<file path="src/rtl/hv_seq_pkg.sv">
// Shared types and constants for the high-voltage rail sequencer.
// Assumes an 8-bit register data path and a 3-bit register address space.
package hv_seq_pkg;

    localparam int CODE_W = 8;
    localparam int ADDR_W = 3;

    localparam logic [ADDR_W-1:0] A_CTRL    = 3'd0;
    localparam logic [ADDR_W-1:0] A_STOP    = 3'd1;
    localparam logic [ADDR_W-1:0] A_DISCH   = 3'd2;
    localparam logic [ADDR_W-1:0] A_UP_OFFS = 3'd3;
    localparam logic [ADDR_W-1:0] A_UP_BIAS = 3'd4;

    typedef struct packed {
        logic              fast_en;
        logic [CODE_W-1:0] stop_code;
        logic [CODE_W-1:0] disch_code;
        logic [CODE_W-1:0] up_offs_code;
        logic [CODE_W-1:0] up_bias_code;
    } seq_cfg_t;

    typedef enum logic [3:0] {
        S_OFF, S_WAIT_LV, S_UP_OFFS, S_UP_BIAS, S_ON,
        S_DN_HOLD, S_DN_OFFS, S_DN_GAP, S_DN_DISCH,
        S_F_STOP, S_F_DIS, S_F_DISCH, S_STBY
    } seq_state_e;

endpackage

</file>
<file path="src/rtl/hv_tick_timer.sv">
// Interval timer: a prescaler divides the clock into ticks and a counter counts ticks.
// Assumes clr is pulsed on entry to every timed state, and limit >= 1 while timing.
// done pulses on the exact cycle of the limit-th tick after clr.
module hv_tick_timer #(
    parameter int DIV   = 50000,
    parameter int LIM_W = 9
) (
    input  logic             clk,
    input  logic             rst_n,
    input  logic             clr,
    input  logic [LIM_W-1:0] limit,
    output logic             done
);
    localparam int PW = (DIV > 1) ? $clog2(DIV) : 1;

    logic [PW-1:0]    presc_q;
    logic [LIM_W-1:0] cnt_q;
    logic             tick;

    assign tick = (presc_q == PW'(DIV - 1));
    assign done = tick && (cnt_q == limit - LIM_W'(1));

    // Prescaler: restarts on clr, wraps at DIV.
    always_ff @(posedge clk) begin
        if (!rst_n || clr || tick) presc_q <= '0;
        else                       presc_q <= presc_q + PW'(1);
    end

    // Tick counter: restarts on clr, advances once per tick.
    always_ff @(posedge clk) begin
        if (!rst_n || clr)        cnt_q <= '0;
        else if (tick && !done)   cnt_q <= cnt_q + LIM_W'(1);
    end
endmodule

</file>
<file path="src/rtl/hv_seq_regs.sv">
// Register file holding the fast-shutdown enable and the four delay codes.
// Assumes single-cycle writes; reads are combinational; unmapped addresses read 0.
module hv_seq_regs
    import hv_seq_pkg::*;
(
    input  logic              clk,
    input  logic              rst_n,
    input  logic              we,
    input  logic [ADDR_W-1:0] addr,
    input  logic [CODE_W-1:0] wdata,
    output logic [CODE_W-1:0] rdata,
    output seq_cfg_t          cfg
);
    // Field storage with reset values.
    always_ff @(posedge clk) begin
        if (!rst_n) begin
            cfg.fast_en      <= 1'b1;
            cfg.stop_code    <= CODE_W'(125);
            cfg.disch_code   <= '0;
            cfg.up_offs_code <= CODE_W'(1);
            cfg.up_bias_code <= CODE_W'(1);
        end else if (we) begin
            case (addr)
                A_CTRL:    cfg.fast_en      <= wdata[0];
                A_STOP:    cfg.stop_code    <= wdata;
                A_DISCH:   cfg.disch_code   <= wdata;
                A_UP_OFFS: cfg.up_offs_code <= wdata;
                A_UP_BIAS: cfg.up_bias_code <= wdata;
                default:   ;
            endcase
        end
    end

    // Read multiplexer.
    always_comb begin
        case (addr)
            A_CTRL:    rdata = {{(CODE_W-1){1'b0}}, cfg.fast_en};
            A_STOP:    rdata = cfg.stop_code;
            A_DISCH:   rdata = cfg.disch_code;
            A_UP_OFFS: rdata = cfg.up_offs_code;
            A_UP_BIAS: rdata = cfg.up_bias_code;
            default:   rdata = '0;
        endcase
    end
endmodule

</file>
<file path="src/rtl/hv_rail_seq.sv">
// High-voltage rail sequencer for a micromirror array: ordered power-up, slow timed
// power-down, fault fast power-down, standby and restart.
// Assumes fault, proj_en and lv_good are already synchronous to clk.
// Rail outputs are registers updated on entry to each state, so a fault abort
// keeps the rails of the state it interrupts.
module hv_rail_seq
    import hv_seq_pkg::*;
#(
    parameter int CLKS_PER_MS    = 50000,
    parameter int CLKS_PER_FTICK = 215,
    parameter int HOLD_MS        = 25,
    parameter int OFFS_MS        = 10,
    parameter int GAP_MS         = 1
) (
    input  logic              clk,
    input  logic              rst_n,
    input  logic              proj_en,
    input  logic              lv_good,
    input  logic              fault,
    input  logic              reg_we,
    input  logic [ADDR_W-1:0] reg_addr,
    input  logic [CODE_W-1:0] reg_wdata,
    output logic [CODE_W-1:0] reg_rdata,
    output logic              offs_en,
    output logic              bias_en,
    output logic              rset_en,
    output logic              offs_dis,
    output logic              bias_dis,
    output logic              rset_dis,
    output logic              mirror_rst_n,
    output logic              irq_n,
    output logic              mirror_en,
    output logic              lv_supply_en
);
    localparam int LIM_W = CODE_W + 1;

    seq_cfg_t         cfg;
    seq_state_e       state_q, state_d;
    logic [LIM_W-1:0] ms_lim, ft_lim;
    logic             ms_done, ft_done, tmr_clr;
    logic             offs_q, bias_q, rset_q, dis_q, mrst_n_q, men_q, lv_q, flt_q;
    logic             offs_up, bias_up, rset_up, hi_drop, offs_drop;

    hv_seq_regs u_regs (
        .clk(clk), .rst_n(rst_n), .we(reg_we), .addr(reg_addr),
        .wdata(reg_wdata), .rdata(reg_rdata), .cfg(cfg)
    );

    hv_tick_timer #(.DIV(CLKS_PER_MS), .LIM_W(LIM_W)) u_ms_tmr (
        .clk(clk), .rst_n(rst_n), .clr(tmr_clr), .limit(ms_lim), .done(ms_done)
    );

    hv_tick_timer #(.DIV(CLKS_PER_FTICK), .LIM_W(LIM_W)) u_ft_tmr (
        .clk(clk), .rst_n(rst_n), .clr(tmr_clr), .limit(ft_lim), .done(ft_done)
    );

    // Interval length for the current state, in ms ticks and in fast ticks.
    always_comb begin
        ms_lim = LIM_W'(1);
        ft_lim = LIM_W'(1);
        case (state_q)
            S_UP_OFFS: ms_lim = {1'b0, cfg.up_offs_code} + LIM_W'(1);
            S_UP_BIAS: ms_lim = {1'b0, cfg.up_bias_code} + LIM_W'(1);
            S_DN_HOLD: ms_lim = LIM_W'(HOLD_MS);
            S_DN_OFFS: ms_lim = LIM_W'(OFFS_MS);
            S_DN_GAP:  ms_lim = LIM_W'(GAP_MS);
            S_F_STOP:  ft_lim = {1'b0, cfg.stop_code} + LIM_W'(1);
            S_F_DIS:   ft_lim = {1'b0, cfg.disch_code} + LIM_W'(1);
            default:   ;
        endcase
    end

    // Next-state logic; a fault takes priority over a projection-enable change.
    always_comb begin
        state_d = state_q;
        case (state_q)
            S_OFF:      if (fault) state_d = S_STBY;
                        else if (proj_en) state_d = S_WAIT_LV;
            S_STBY:     if (!fault) state_d = proj_en ? S_WAIT_LV : S_OFF;
            S_WAIT_LV:  if (!proj_en) state_d = S_OFF;
                        else if (lv_good) state_d = S_UP_OFFS;
            S_UP_OFFS:  if (!proj_en) state_d = S_DN_HOLD;
                        else if (ms_done) state_d = S_UP_BIAS;
            S_UP_BIAS:  if (!proj_en) state_d = S_DN_HOLD;
                        else if (ms_done) state_d = S_ON;
            S_ON:       if (!proj_en) state_d = S_DN_HOLD;
            S_DN_HOLD:  if (ms_done) state_d = S_DN_OFFS;
            S_DN_OFFS:  if (ms_done) state_d = S_DN_GAP;
            S_DN_GAP:   if (ms_done) state_d = S_DN_DISCH;
            S_DN_DISCH: state_d = S_OFF;
            S_F_STOP:   if (ft_done) state_d = S_F_DIS;
            S_F_DIS:    if (ft_done) state_d = S_F_DISCH;
            S_F_DISCH:  state_d = S_STBY;
            default:    state_d = S_OFF;
        endcase
        if (fault && (state_q inside {S_WAIT_LV, S_UP_OFFS, S_UP_BIAS, S_ON,
                                      S_DN_HOLD, S_DN_OFFS})) begin
            if (cfg.fast_en)
                state_d = S_F_STOP;
            else if (!(state_q inside {S_DN_HOLD, S_DN_OFFS}))
                state_d = S_DN_HOLD;
        end
    end

    assign tmr_clr   = (state_d != state_q);
    assign offs_up   = (state_q == S_WAIT_LV) && (state_d == S_UP_OFFS);
    assign bias_up   = (state_q == S_UP_OFFS) && (state_d == S_UP_BIAS);
    assign rset_up   = (state_q == S_UP_BIAS) && (state_d == S_ON);
    assign hi_drop   = state_d inside {S_DN_OFFS, S_DN_GAP, S_DN_DISCH, S_F_DIS,
                                       S_F_DISCH, S_OFF, S_STBY};
    assign offs_drop = state_d inside {S_DN_GAP, S_DN_DISCH, S_F_DISCH, S_OFF, S_STBY};

    // State register and registered rail, reset, interrupt and supply outputs.
    always_ff @(posedge clk) begin
        if (!rst_n) begin
            state_q  <= S_OFF;
            offs_q   <= 1'b0;
            bias_q   <= 1'b0;
            rset_q   <= 1'b0;
            dis_q    <= 1'b1;
            mrst_n_q <= 1'b0;
            men_q    <= 1'b0;
            lv_q     <= 1'b0;
            flt_q    <= 1'b0;
        end else begin
            state_q <= state_d;
            lv_q    <= !(state_d inside {S_OFF, S_STBY});
            dis_q   <= state_d inside {S_OFF, S_STBY, S_DN_DISCH, S_F_DISCH};
            flt_q   <= fault | (flt_q & !(state_q inside {S_OFF, S_STBY}));
            if (offs_up) begin
                offs_q <= 1'b1;
                men_q  <= 1'b1;
            end
            if (bias_up) bias_q <= 1'b1;
            if (rset_up) begin
                rset_q   <= 1'b1;
                mrst_n_q <= 1'b1;
            end
            if (hi_drop) begin
                bias_q <= 1'b0;
                rset_q <= 1'b0;
            end
            if (offs_drop) begin
                offs_q   <= 1'b0;
                mrst_n_q <= 1'b0;
            end
            if (state_d inside {S_OFF, S_STBY}) men_q <= 1'b0;
        end
    end

    assign offs_en      = offs_q;
    assign bias_en      = bias_q;
    assign rset_en      = rset_q;
    assign offs_dis     = dis_q;
    assign bias_dis     = dis_q;
    assign rset_dis     = dis_q;
    assign mirror_rst_n = mrst_n_q;
    assign irq_n        = !flt_q;
    assign mirror_en    = men_q;
    assign lv_supply_en = lv_q;
endmodule

</file>
<file path="config.mk">
export PLATFORM = sky130hd
export DESIGN_NAME = hv_rail_seq
export DESIGN_NICKNAME = d
export VERILOG_FILES = /design/src/rtl/hv_seq_pkg.sv /design/src/rtl/hv_tick_timer.sv /design/src/rtl/hv_seq_regs.sv /design/src/rtl/hv_rail_seq.sv
export SDC_FILE = /design/constraint.sdc
export NUM_CORES = 1
export LEC_CHECK = 0
export ABC_AREA = 1
export BUFFER_PORTS_ARGS = -buffer_cell sky130_fd_sc_hd__buf_4
export CAP_MARGIN = 15
export CORE_MARGIN = 1
export CORE_UTILIZATION = 55
export CTS_CLUSTER_SIZE = 12
export DETAILED_ROUTE_END_ITERATION = 10
export PLACE_DENSITY = 0.83
export SLEW_MARGIN = 20
export SYNTH_ARGS = -nofsm -noshare
export SYNTH_HDL_FRONTEND = slang
export SYNTH_HIERARCHICAL = 1
export SYNTH_SLANG_ARGS = --single-unit
</file>
<file path="constraint.sdc">
create_clock -name clk -period 4.24 [get_ports clk]
set_clock_uncertainty 0.05 [all_clocks]
set_input_delay 0.424 -clock clk [delete_from_list [all_inputs] [get_ports clk]]
set_output_delay 0.424 -clock clk [all_outputs]
set_load 0.05 [all_outputs]
</file>
==> results of run 1 <==
[power by group]
| group | internal [mW] | switching, mW | leakage (nW) |
|---|---|---|---|
| combinational | 0.610 | 0.985 | 2.78 |
| sequential | 0.871 | 0.0489 | 0.707 |
| clock | 0.473 | 0.338 | 0.149 |
| total | 1.95 | 1.37 | 3.64 |
[layer usage]
metal / GRT usage / vias to the layer above
met4: 0.125 / 0
met3: 0.0555 / 32
met5: 0 / -
met1: 0.344 / 3044
met2: 0.482 / 262
li1: - / 3426
[per-stage QoR]
step | setup TNS, ns | hold WS (ns)
6_report | -1.25 | 0.261
5_1_grt | -14.60 | 0.277
3_5_place_dp | -3.01 | 0.392
4_1_cts | 0 | 0.257
3_3_place_gp | -0.186 | 0.381
2_1_floorplan | 0 | 0.367
[critical path, delay by kind of cell (launching register included)]
family          cells  cell delay [ns]
simple gates       20             2.18
flops               1             0.33
compound gates      2             0.33
xor+xnor            3             0.57
buf+inv             6             0.68
fa+ha+maj           1             0.14
[registers in the layout, summed over array words and instances (netlist names), 4 cells and up]
| register | flops |
|---|---|
| state_q | 4 |
| u_ms_tmr/cnt_q | 9 |
| u_regs/cfg | 33 |
| u_ms_tmr/presc_q | 16 |
| u_ft_tmr/presc_q | 8 |
| u_ft_tmr/cnt_q | 9 |
[cell usage in the layout, fill, tap and decap left out, types with 3 or more instances in the layout]
cell type / Yosys / final
nor2_2: 14 / 24
a21oi_1: 31 / 17
xor2_1: 21 / 20
dfxtp_1: 87 / 83
nand2_2: 10 / 20
nor2_1: 158 / 142
nor2_4: 4 / 10
inv_2: 8 / 10
buf_4: 7 / 105
buf_6: 7 / 3
clkinv_2: 1 / 3
nand2_4: 4 / 10
nand3_2: 4 / 6
xnor2_1: 7 / 7
o21ai_2: 0 / 6
o21ai_1: 5 / 6
inv_1: 135 / 130
nor3b_1: 4 / 3
nor3_2: 2 / 4
nand3_1: 109 / 107
or2_2: 5 / 5
ha_1: 9 / 8
nor3_1: 12 / 10
nand4_1: 38 / 38
inv_4: 0 / 5
o21ai_0: 25 / 18
clkbuf_16: 0 / 9
a21oi_2: 1 / 13
nand2_1: 283 / 267
[Yosys cell counts, types with 2 or more instances]
master	number	share of area
nand3_1	109	0.088
nand3_2	4	0.0064
xor2_1	21	0.030
xnor2_1	7	0.0099
nand2_2	10	0.010
nor2_4	4	0.0073
nand4_1	38	0.038
ha_1	9	0.018
nor2_1	158	0.095
inv_2	8	0.0048
nand2_4	4	0.0073
dfxtp_1	87	0.28
clkbuf_8	2	0.0044
o21ai_1	5	0.0040
nor2_2	14	0.014
a21oi_1	31	0.025
nand2_1	283	0.17
nor4_1	2	0.0020
or2_2	5	0.0050
a21boi_1	2	0.0024
buf_6	7	0.013
buf_1	2	0.0012
a31oi_1	2	0.0020
nor3_1	12	0.0097
buf_4	7	0.0085
clkinv_1	2	0.0012
nor3b_1	4	0.0048
o21ai_0	25	0.020
inv_1	135	0.082
nor3_2	2	0.0032
clkbuf_1	3	0.0018
buf_2	4	0.0032
o21bai_1	2	0.0024
[cell families (layout without fill, tap and decap cells)]
kind of cell | Yosys count | after routing | share of synthesized area
simple gates | 655 | 655 | 0.475
compound gates | 72 | 72 | 0.0642
fa+ha+maj | 9 | 9 | 0.0181
flops | 87 | 87 | 0.280
mux | 1 | 1 | 0.00161
buf+inv | 172 | 272 | 0.121
xor+xnor | 28 | 28 | 0.0395
[worst min-delay path by stage]
stage	startpoint	end	depth (start not counted)
3_5_place_dp	u_ms_tmr/presc_q[0]$_SDFF_PP0_	u_ms_tmr/presc_q[0]$_SDFF_PP0_	1
4_1_cts	reg_wdata[3]	u_regs/cfg[3]$_SDFFE_PN0P_	3
3_3_place_gp	u_ms_tmr/presc_q[0]$_SDFF_PP0_	u_ms_tmr/presc_q[0]$_SDFF_PP0_	1
5_1_grt	reg_wdata[5]	u_regs/cfg[5]$_SDFFE_PN0P_	3
2_1_floorplan	u_ms_tmr/presc_q[0]$_SDFF_PP0_	u_ms_tmr/presc_q[0]$_SDFF_PP0_	1
6_report	reg_wdata[5]	u_regs/cfg[5]$_SDFFE_PN0P_	3
[what timing repair did]
action                     4_1_cts  5_1_grt
gates cloned                     1        0
gates resized for setup         15       77
pin swaps                        3       44
buffers inserted                 1        6
setup endpoints to repair       33       48
[final cells by class]
type / count / area (um2) / area share
tap: 140 / 175 / 0.0229
clock buffer: 11 / 243 / 0.0317
timing repair buffer: 109 / 837 / 0.109
multi-input combinational: 765 / 4030 / 0.526
inverter: 146 / 559 / 0.0731
sequential: 87 / 1750 / 0.229
timing repair inverter: 1 / 6.26 / 0.000817
clock inverter: 5 / 57.6 / 0.00752
==> flow_metrics.env, run 1 <==
export IMPL_hpwl_mm=11.7
export IMPL_final_area_mm2=0.00766
export IMPL_num_vias=6764
export IMPL_synth_warnings=6
export IMPL_critPathRequiredTime_ns=4.48
export IMPL_cts_sinks=87
export IMPL_cp_end_kind="register"
export IMPL_wl_mm=16.7
export IMPL_hold_path_class="input pin to register"
export IMPL_slew_headroom=0.602
export IMPL_p_leak_nw=3.64
export IMPL_pre_cts_slack_ns=-0.164
export IMPL_period_share=1.02
export IMPL_cts_hold_buf=0
export IMPL_fin_ws_ns=-0.104
export IMPL_reg2reg_depth=32
export IMPL_met3_wirelength_mm=1.21
export IMPL_rsz0062_at_grt="yes"
export IMPL_r2r_slack_ns=-0.10
export IMPL_coreArea_mm2=0.0109
export IMPL_syn_inst=1024
export IMPL_path_class="register to register"
export IMPL_synth_nets=1050
export IMPL_rows=38
export IMPL_cts_tree="built"
export IMPL_start_util=0.568
export IMPL_route_met2_wl_mm=8.11
export IMPL_die_area_mm2=0.0117
export IMPL_die_h_um=108
export IMPL_drtIter0Drc=424
export IMPL_synth_edf_count=0
export IMPL_antennaDiodeCount=0
export IMPL_path_clk_slew_ns=0.06
export IMPL_antenna_found_initial=0
export IMPL_die_w_um=108
export IMPL_crit_end="u_ms_tmr/presc_q[1]$_SDFF_PP0_"
export IMPL_vdd_drop_max_mv=0.368
export IMPL_rr_startpoint="state_q[3]$_SDFF_PN0_"
export IMPL_arrival_ns=4.59
export IMPL_nets=1145
export IMPL_cp_slowest_stage_delay_ns=0.33
export IMPL_clk_path_buf_depth=2
export IMPL_finish_utilization=0.700
export IMPL_numPortBuffers=34
export IMPL_hold_viol_final=0
export IMPL_drt_first_pass_iters=7
export IMPL_grt_pass1_wl_mm=26.4
export IMPL_drc_errors=0
export IMPL_highest_layer="met4"
export IMPL_crit_start="state_q[3]$_SDFF_PN0_"
export IMPL_drv_slew=0
export IMPL_final_cells=1264
export IMPL_n_fill_cell=912
export IMPL_ant_nets=0
export IMPL_grt_pass1_vias=5971
export IMPL_violations="setup timing"
export IMPL_grt_start_max_net_pins=39
export IMPL_grt_usage=0.283
export IMPL_grt_overflow=0
export IMPL_outcome="finished, violations left"
export IMPL_wl_per_cell_um=13.2
export IMPL_clk_latency_ns=0.36
export IMPL_routed_via_density=5.35
export IMPL_synth_seq_cells=87
export IMPL_cp_max_fo=10
export IMPL_htreeDepth=3
export IMPL_io_pins=35
export IMPL_async_flop_share=0
export IMPL_synthFlopType="dfxtp_1"
export IMPL_slowest_stage="dfxtp_2"
export IMPL_worstMarginPinSlew_ns=0.597
export IMPL_syn_area_per_cell_um2=6.07
export IMPL_area_delta_synth_final_pct=23.2
export IMPL_ys_seq_area_frac=0.280
export IMPL_r2r_end="u_ms_tmr/presc_q[1]$_SDFF_PP0_"
export IMPL_place_area_mm2=0.00701
export IMPL_power_density_mw_per_mm2=434
export IMPL_power_mw=3.32
export IMPL_fin_crit_ns=4.34
export IMPL_yosysUniqueCellTypes=47
export IMPL_clockRootBuffer="clkbuf_16"
export IMPL_crit_top_cell="nor2_1"
export IMPL_max_cap_violations=0
export IMPL_layout_drive_gt1_share=0.228
export IMPL_place_inst=1240
export IMPL_start_kind="register"
export IMPL_cts_made_buffers=9
export IMPL_gp_congestion=1.01
export IMPL_fmax_mhz=230
export IMPL_wl_met1_mm=6.93
export IMPL_syn_area_mm2=0.00621
export IMPL_setup_viol=22
Note: power is estimated with default switching activity, not from simulation.
==> run 2: changes to the inputs <==
SETUP_SLACK_MARGIN = 0.2   (was default)
==> flow_metrics.env, run 2 (same netlist as run 1, synthesis figures left out) <==
export IMPL_outcome="finished, violations left"
export IMPL_violations="setup timing"
export IMPL_die_area_mm2=0.0117
export IMPL_rsz0062_at_grt="yes"
export IMPL_clk_latency_ns=0.36
export IMPL_place_inst=1225
export IMPL_htreeDepth=3
export IMPL_antenna_found_initial=0
export IMPL_start_kind="register"
export IMPL_p_leak_nw=3.65
export IMPL_grt_pass1_vias=5941
export IMPL_combPwrFrac=0.502
export IMPL_critPathRequiredTime_ns=4.47
export IMPL_hold_path_class="input pin to register"
export IMPL_cp_slowest_stage_delay_ns=0.37
export IMPL_final_cells=1265
export IMPL_layout_drive_gt1_share=0.236
export IMPL_cts_sinks=87
export IMPL_nets=1146
export IMPL_place_area_mm2=0.00695
export IMPL_drc_errors=0
export IMPL_period_share=1.03
export IMPL_cp_max_fo=6
export IMPL_drtIter0Drc=458
export IMPL_wl_mm=16.5
export IMPL_clockRootBuffer="clkbuf_16"
export IMPL_drv_slew=0
export IMPL_final_common_cell="nand2_1"
export IMPL_p_seq_frac=0.265
export IMPL_grt_start_max_net_pins=39
export IMPL_regMostFlops="u_regs/cfg"
export IMPL_io_pins=35
export IMPL_grt_usage=0.277
export IMPL_final_area_mm2=0.00774
export IMPL_start_util=0.568
export IMPL_path_class="register to register"
export IMPL_die_h_um=108
export IMPL_cts_made_buffers=9
export IMPL_switchingPower_mw=1.44
export IMPL_power_mw=3.48
export IMPL_fin_ws_ns=-0.124
export IMPL_gp_congestion=0.953
export IMPL_coreArea_mm2=0.0109
export IMPL_area_delta_synth_final_pct=24.5
export IMPL_largest_reg_flops=33
export IMPL_worstMarginPinSlew_ns=0.621
export IMPL_clk_path_buf_depth=2
export IMPL_slowest_stage="dfxtp_4"
export IMPL_arrival_ns=4.59
export IMPL_p_sw_frac=0.415
export IMPL_r2r_slack_ns=-0.12
export IMPL_wl_per_cell_um=13.0
export IMPL_rows=38
export IMPL_crit_top_cell="nand2_1"
export IMPL_setup_viol=12
export IMPL_internal_power_mw=2.03
export IMPL_pre_cts_slack_ns=-0.00494
export IMPL_cp_end_kind="register"
export IMPL_hold_viol_final=0
export IMPL_drt_first_pass_iters=5
export IMPL_fin_crit_ns=4.36
export IMPL_layout_common_cells="nand2_1 (272), nor2_1 (139), inv_1 (131), buf_4 (105), nand3_1 (101)"
export IMPL_max_cap_violations=0
export IMPL_grt_overflow=0
export IMPL_slew_headroom=0.586
export IMPL_cts_tree="built"
export IMPL_hpwl_mm=11.5
export IMPL_routed_via_density=5.33
export IMPL_fmax_mhz=229
export IMPL_grt_pass1_wl_mm=25.8
export IMPL_vdd_drop_max_mv=0.438
export IMPL_die_w_um=108
export IMPL_power_density_mw_per_mm2=449
export IMPL_path_clk_slew_ns=0.07
export IMPL_largestRegisters="u_regs/cfg: 33 flops, u_ms_tmr/presc_q: 16 flops"
export IMPL_ant_nets=0
export IMPL_num_vias=6745
export IMPL_numPortBuffers=34
export IMPL_antennaDiodeCount=0
export IMPL_power_frac_clock=0.233
==> run 2: cell count changes in the layout (fill, tap and decap cells not counted), sizes merged <==
cell | before | now
buf | 109 | 111
bufinv | 1 | 0
clkinv | 6 | 4
clkinvlp | 0 | 1
inv | 145 | 146
==> run 2: timing repair <==
item,CTS,global route
cloned,0,1
pin swaps,8,35
endpoints found under the setup margin,40,49
buffers inserted,11,12
hold buffers,0,0
resized for setup,11,81
endpoints found under the hold margin,0,0
==> run 2: metrics by stage <==
stage | utilization | hold WS (ns) | setup TNS, ns
global placement | 0.635 | 0.389 | 0
finish | 0.707 | 0.248 | -0.584
CTS | 0.673 | 0.237 | 0
global route | 0.707 | 0.251 | -13.48
detailed placement | 0.635 | 0.411 | -0.00512
floorplan | - | 0.367 | 0
==> run 2: layout make-up <==
| type | instances | area (um2) |
|---|---|---|
| inverters | 146 | 568 |
| clock inverters | 5 | 37.5 |
| fillers | 918 | 3200 |
| well taps | 140 | 175 |
| clock buffers | 11 | 264 |
| multi-input cells | 765 | 4080 |
| flip-flops and latches | 87 | 1750 |
| repair buffers | 111 | 856 |
==> run 2: worst paths after layout <==
kind | depth (start not counted) | endpoint | from
max reg2reg | 37 | u_ms_tmr/presc_q[12]$_SDFF_PP0_ | state_q[0]$_SDFF_PN0_
min | 3 | u_regs/cfg[1]$_SDFFE_PN0P_ | reg_wdata[1]
min reg2reg | 1 | u_ms_tmr/presc_q[0]$_SDFF_PP0_ | u_ms_tmr/presc_q[0]$_SDFF_PP0_
max | 37 | u_ms_tmr/presc_q[12]$_SDFF_PP0_ | state_q[0]$_SDFF_PN0_
==> run 2: critical path: cells and delay by family, from the launching register on <==
kind	cells	cell delay, ns
buf+inv	6	0.57
flops	1	0.37
compound gates	5	0.53
fa+ha+maj	1	0.14
xor+xnor	1	0.13
simple gates	24	2.47
==> run 2: layer usage <==
| layer | routed length, um | global-route usage |
|---|---|---|
| met5 | 0 | 0 |
| met3 | 1080 | 0.0542 |
| met2 | 7820 | 0.470 |
| met1 | 7070 | 0.335 |
| met4 | 512 | 0.128 |
==> run 2: power by group through the flow <==
stage	clock [mW]	combinational, mW	sequential [mW]
final	0.809	1.75	0.921
after global routing	0.846	1.90	0.928
after CTS	0.818	1.49	0.918
after detailed placement	0	1.37	0.937
after global placement	0	1.36	0.934
after floorplan	0	0.948	0.960
==> run 3: changes to the inputs <==
CORE_MARGIN = 2   (was 1)
PLACE_DENSITY = default   (was 0.83)
PLACE_DENSITY_LB_ADDON = 0.25   (was default)
==> flow_metrics.env, run 3 (same netlist as run 1, synthesis figures left out) <==
export IMPL_timing_hold_ws_ns=0.251
export IMPL_rsz0062_at_grt="yes"
export IMPL_grt_usage=0.280
export IMPL_antenna_found_initial=0
export IMPL_clockRootBuffer="clkbuf_16"
export IMPL_violations="setup timing"
export IMPL_rr_startpoint="state_q[3]$_SDFF_PN0_"
export IMPL_io_pins=35
export IMPL_setup_viol=42
export IMPL_largest_reg_flops=33
export IMPL_num_vias=6838
export IMPL_start_kind="register"
export IMPL_grt_start_max_net_pins=39
export IMPL_cp_max_fo=7
export IMPL_layout_common_cells="nand2_1 (264), nor2_1 (136), inv_1 (130), buf_4 (119), nand3_1 (99)"
export IMPL_routed_via_density=5.30
export IMPL_wl_mm=17.3
export IMPL_worstMarginPinSlew_ns=0.572
export IMPL_hp_start="reg_wdata[1]"
export IMPL_fmax_mhz=226
export IMPL_grt_overflow=0
export IMPL_layout_drive_gt1_share=0.263
export IMPL_die_area_mm2=0.0122
export IMPL_gp_congestion=0.904
export IMPL_rows=38
export IMPL_hold_path_cell_count=3
export IMPL_hold_viol_final=0
export IMPL_slew_headroom=0.618
export IMPL_r2r_end="u_ms_tmr/presc_q[4]$_SDFF_PP0_"
export IMPL_period_share=1.04
export IMPL_cp_end_kind="register"
export IMPL_min_to="u_regs/cfg[1]$_SDFFE_PN0P_"
export IMPL_antennaDiodeCount=0
export IMPL_drv_slew=0
export IMPL_start_util=0.568
export IMPL_hold_path_class="input pin to register"
export IMPL_drtIter0Drc=510
export IMPL_arrival_ns=4.66
export IMPL_power_mw=3.59
export IMPL_numPortBuffers=34
export IMPL_cts_sinks=87
export IMPL_cts_hold_buf=0
export IMPL_grt_pass1_wl_mm=27.0
export IMPL_wl_per_cell_um=13.4
export IMPL_nets=1172
export IMPL_grt_pass1_vias=6028
export IMPL_htreeDepth=3
export IMPL_area_delta_synth_final_pct=29.1
export IMPL_vdd_drop_max_mv=0.356
export IMPL_drc_errors=0
export IMPL_clk_path_buf_depth=2
export IMPL_coreArea_mm2=0.0109
export IMPL_fin_ws_ns=-0.189
export IMPL_cp_slowest_stage_delay_ns=0.37
export IMPL_critPathRequiredTime_ns=4.47
export IMPL_clk_latency_ns=0.35
export IMPL_ant_nets=0
export IMPL_hpwl_mm=11.6
export IMPL_r2r_slack_ns=-0.19
export IMPL_largestRegisters="u_regs/cfg: 33 flops, u_ms_tmr/presc_q: 16 flops"
export IMPL_slowest_stage="dfxtp_4"
export IMPL_p_leak_nw=3.80
export IMPL_fin_tns_setup_ns=-5.23
export IMPL_die_w_um=110
export IMPL_drt_first_pass_iters=5
export IMPL_fin_crit_ns=4.43
export IMPL_crit_top_cell="nand2_1"
export IMPL_cts_made_buffers=9
export IMPL_die_h_um=110
export IMPL_path_clk_slew_ns=0.06
export IMPL_regMostFlops="u_regs/cfg"
export IMPL_cts_tree="built"
export IMPL_path_class="register to register"
export IMPL_power_density_mw_per_mm2=447
export IMPL_final_common_cell="nand2_1"
export IMPL_max_cap_violations=0
export IMPL_reg2reg_depth=36
export IMPL_outcome="finished, violations left"
-- run 3: changes by cell type in the layout (fill, tap and decap cells not counted), moves of 3 or more --
cell | previous run | this run
buf_4 | 105 | 119
buf_6 | 6 | 15
nand2_1 | 272 | 264
nand2_2 | 18 | 25
nor2_1 | 139 | 136
-- run 3: critical path, delay by kind of cell, from the launching register on --
family	cells	cell delay, ns
AO/OA/AOI/OAI	4	0.71
XOR/XNOR	2	0.33
adder cells (fa/ha/maj)	1	0.14
buffers and inverters	7	0.69
flip-flops	1	0.37
AND/OR/NAND/NOR	22	2.08
-- run 3: worst max path at each step --
stage	start	to	slack (ns)	depth (start not counted)
floorplan	state_q[2]$_SDFF_PN0_	u_ms_tmr/presc_q[2]$_SDFF_PP0_	0.17	35
global placement	state_q[3]$_SDFF_PN0_	u_ms_tmr/presc_q[11]$_SDFF_PP0_	-0.03	34
detailed placement	state_q[2]$_SDFF_PN0_	u_ms_tmr/presc_q[11]$_SDFF_PP0_	-0.16	35
CTS	state_q[3]$_SDFF_PN0_	u_ms_tmr/presc_q[10]$_SDFF_PP0_	0.03	36
global route	state_q[3]$_SDFF_PN0_	u_ms_tmr/presc_q[11]$_SDFF_PP0_	-0.56	36
finish	state_q[3]$_SDFF_PN0_	u_ms_tmr/presc_q[4]$_SDFF_PP0_	-0.19	36
-- run 3: what timing repair did --
item / 4_1_cts / 5_1_grt
setup buffers: 28 / 9
gates cloned: 0 / 1
pin swaps: 25 / 17
resized for setup: 41 / 72
endpoints found under the setup margin: 44 / 49
-- run 3: area by class of cell --
| type | count | area [um2] |
|---|---|---|
| clock buffers | 12 | 267 |
| clock inverters | 4 | 26.3 |
| fillers | 877 | 2920 |
| inverters | 146 | 563 |
| multi-input cells | 765 | 4110 |
| flip-flops and latches | 87 | 1760 |
| well taps | 140 | 175 |
| repair buffers | 137 | 1120 |
-- run 3: stage by stage --
stage | util | instance area [um2] | setup WS, ns | cells
floorplan | - | 6320 | 0.171 | 1024
global placement | 0.643 | 7040 | -0.0273 | 1237
detailed placement | 0.643 | 7040 | -0.158 | 1237
CTS | 0.702 | 7670 | 0.0334 | 1281
global route | 0.733 | 8020 | -0.562 | 1291
finish | 0.733 | 8020 | -0.189 | 1291
-- run 3: metal layers --
| metal | global-route usage | vias to the layer above | wire (um) |
|---|---|---|---|
| met5 | 0 | - | 0 |
| met4 | 0.117 | 0 | 381 |
| met3 | 0.0488 | 37 | 1160 |
| met2 | 0.468 | 223 | 8260 |
| met1 | 0.357 | 3097 | 7480 |
| li1 | - | 3481 | - |
-- run 3: power breakdown --
part	switching, mW	internal (mW)	leakage (nW)
logic	1.08	0.787	2.94
clock network	0.347	0.446	0.145
registers	0.0536	0.872	0.708
total	1.48	2.10	3.80
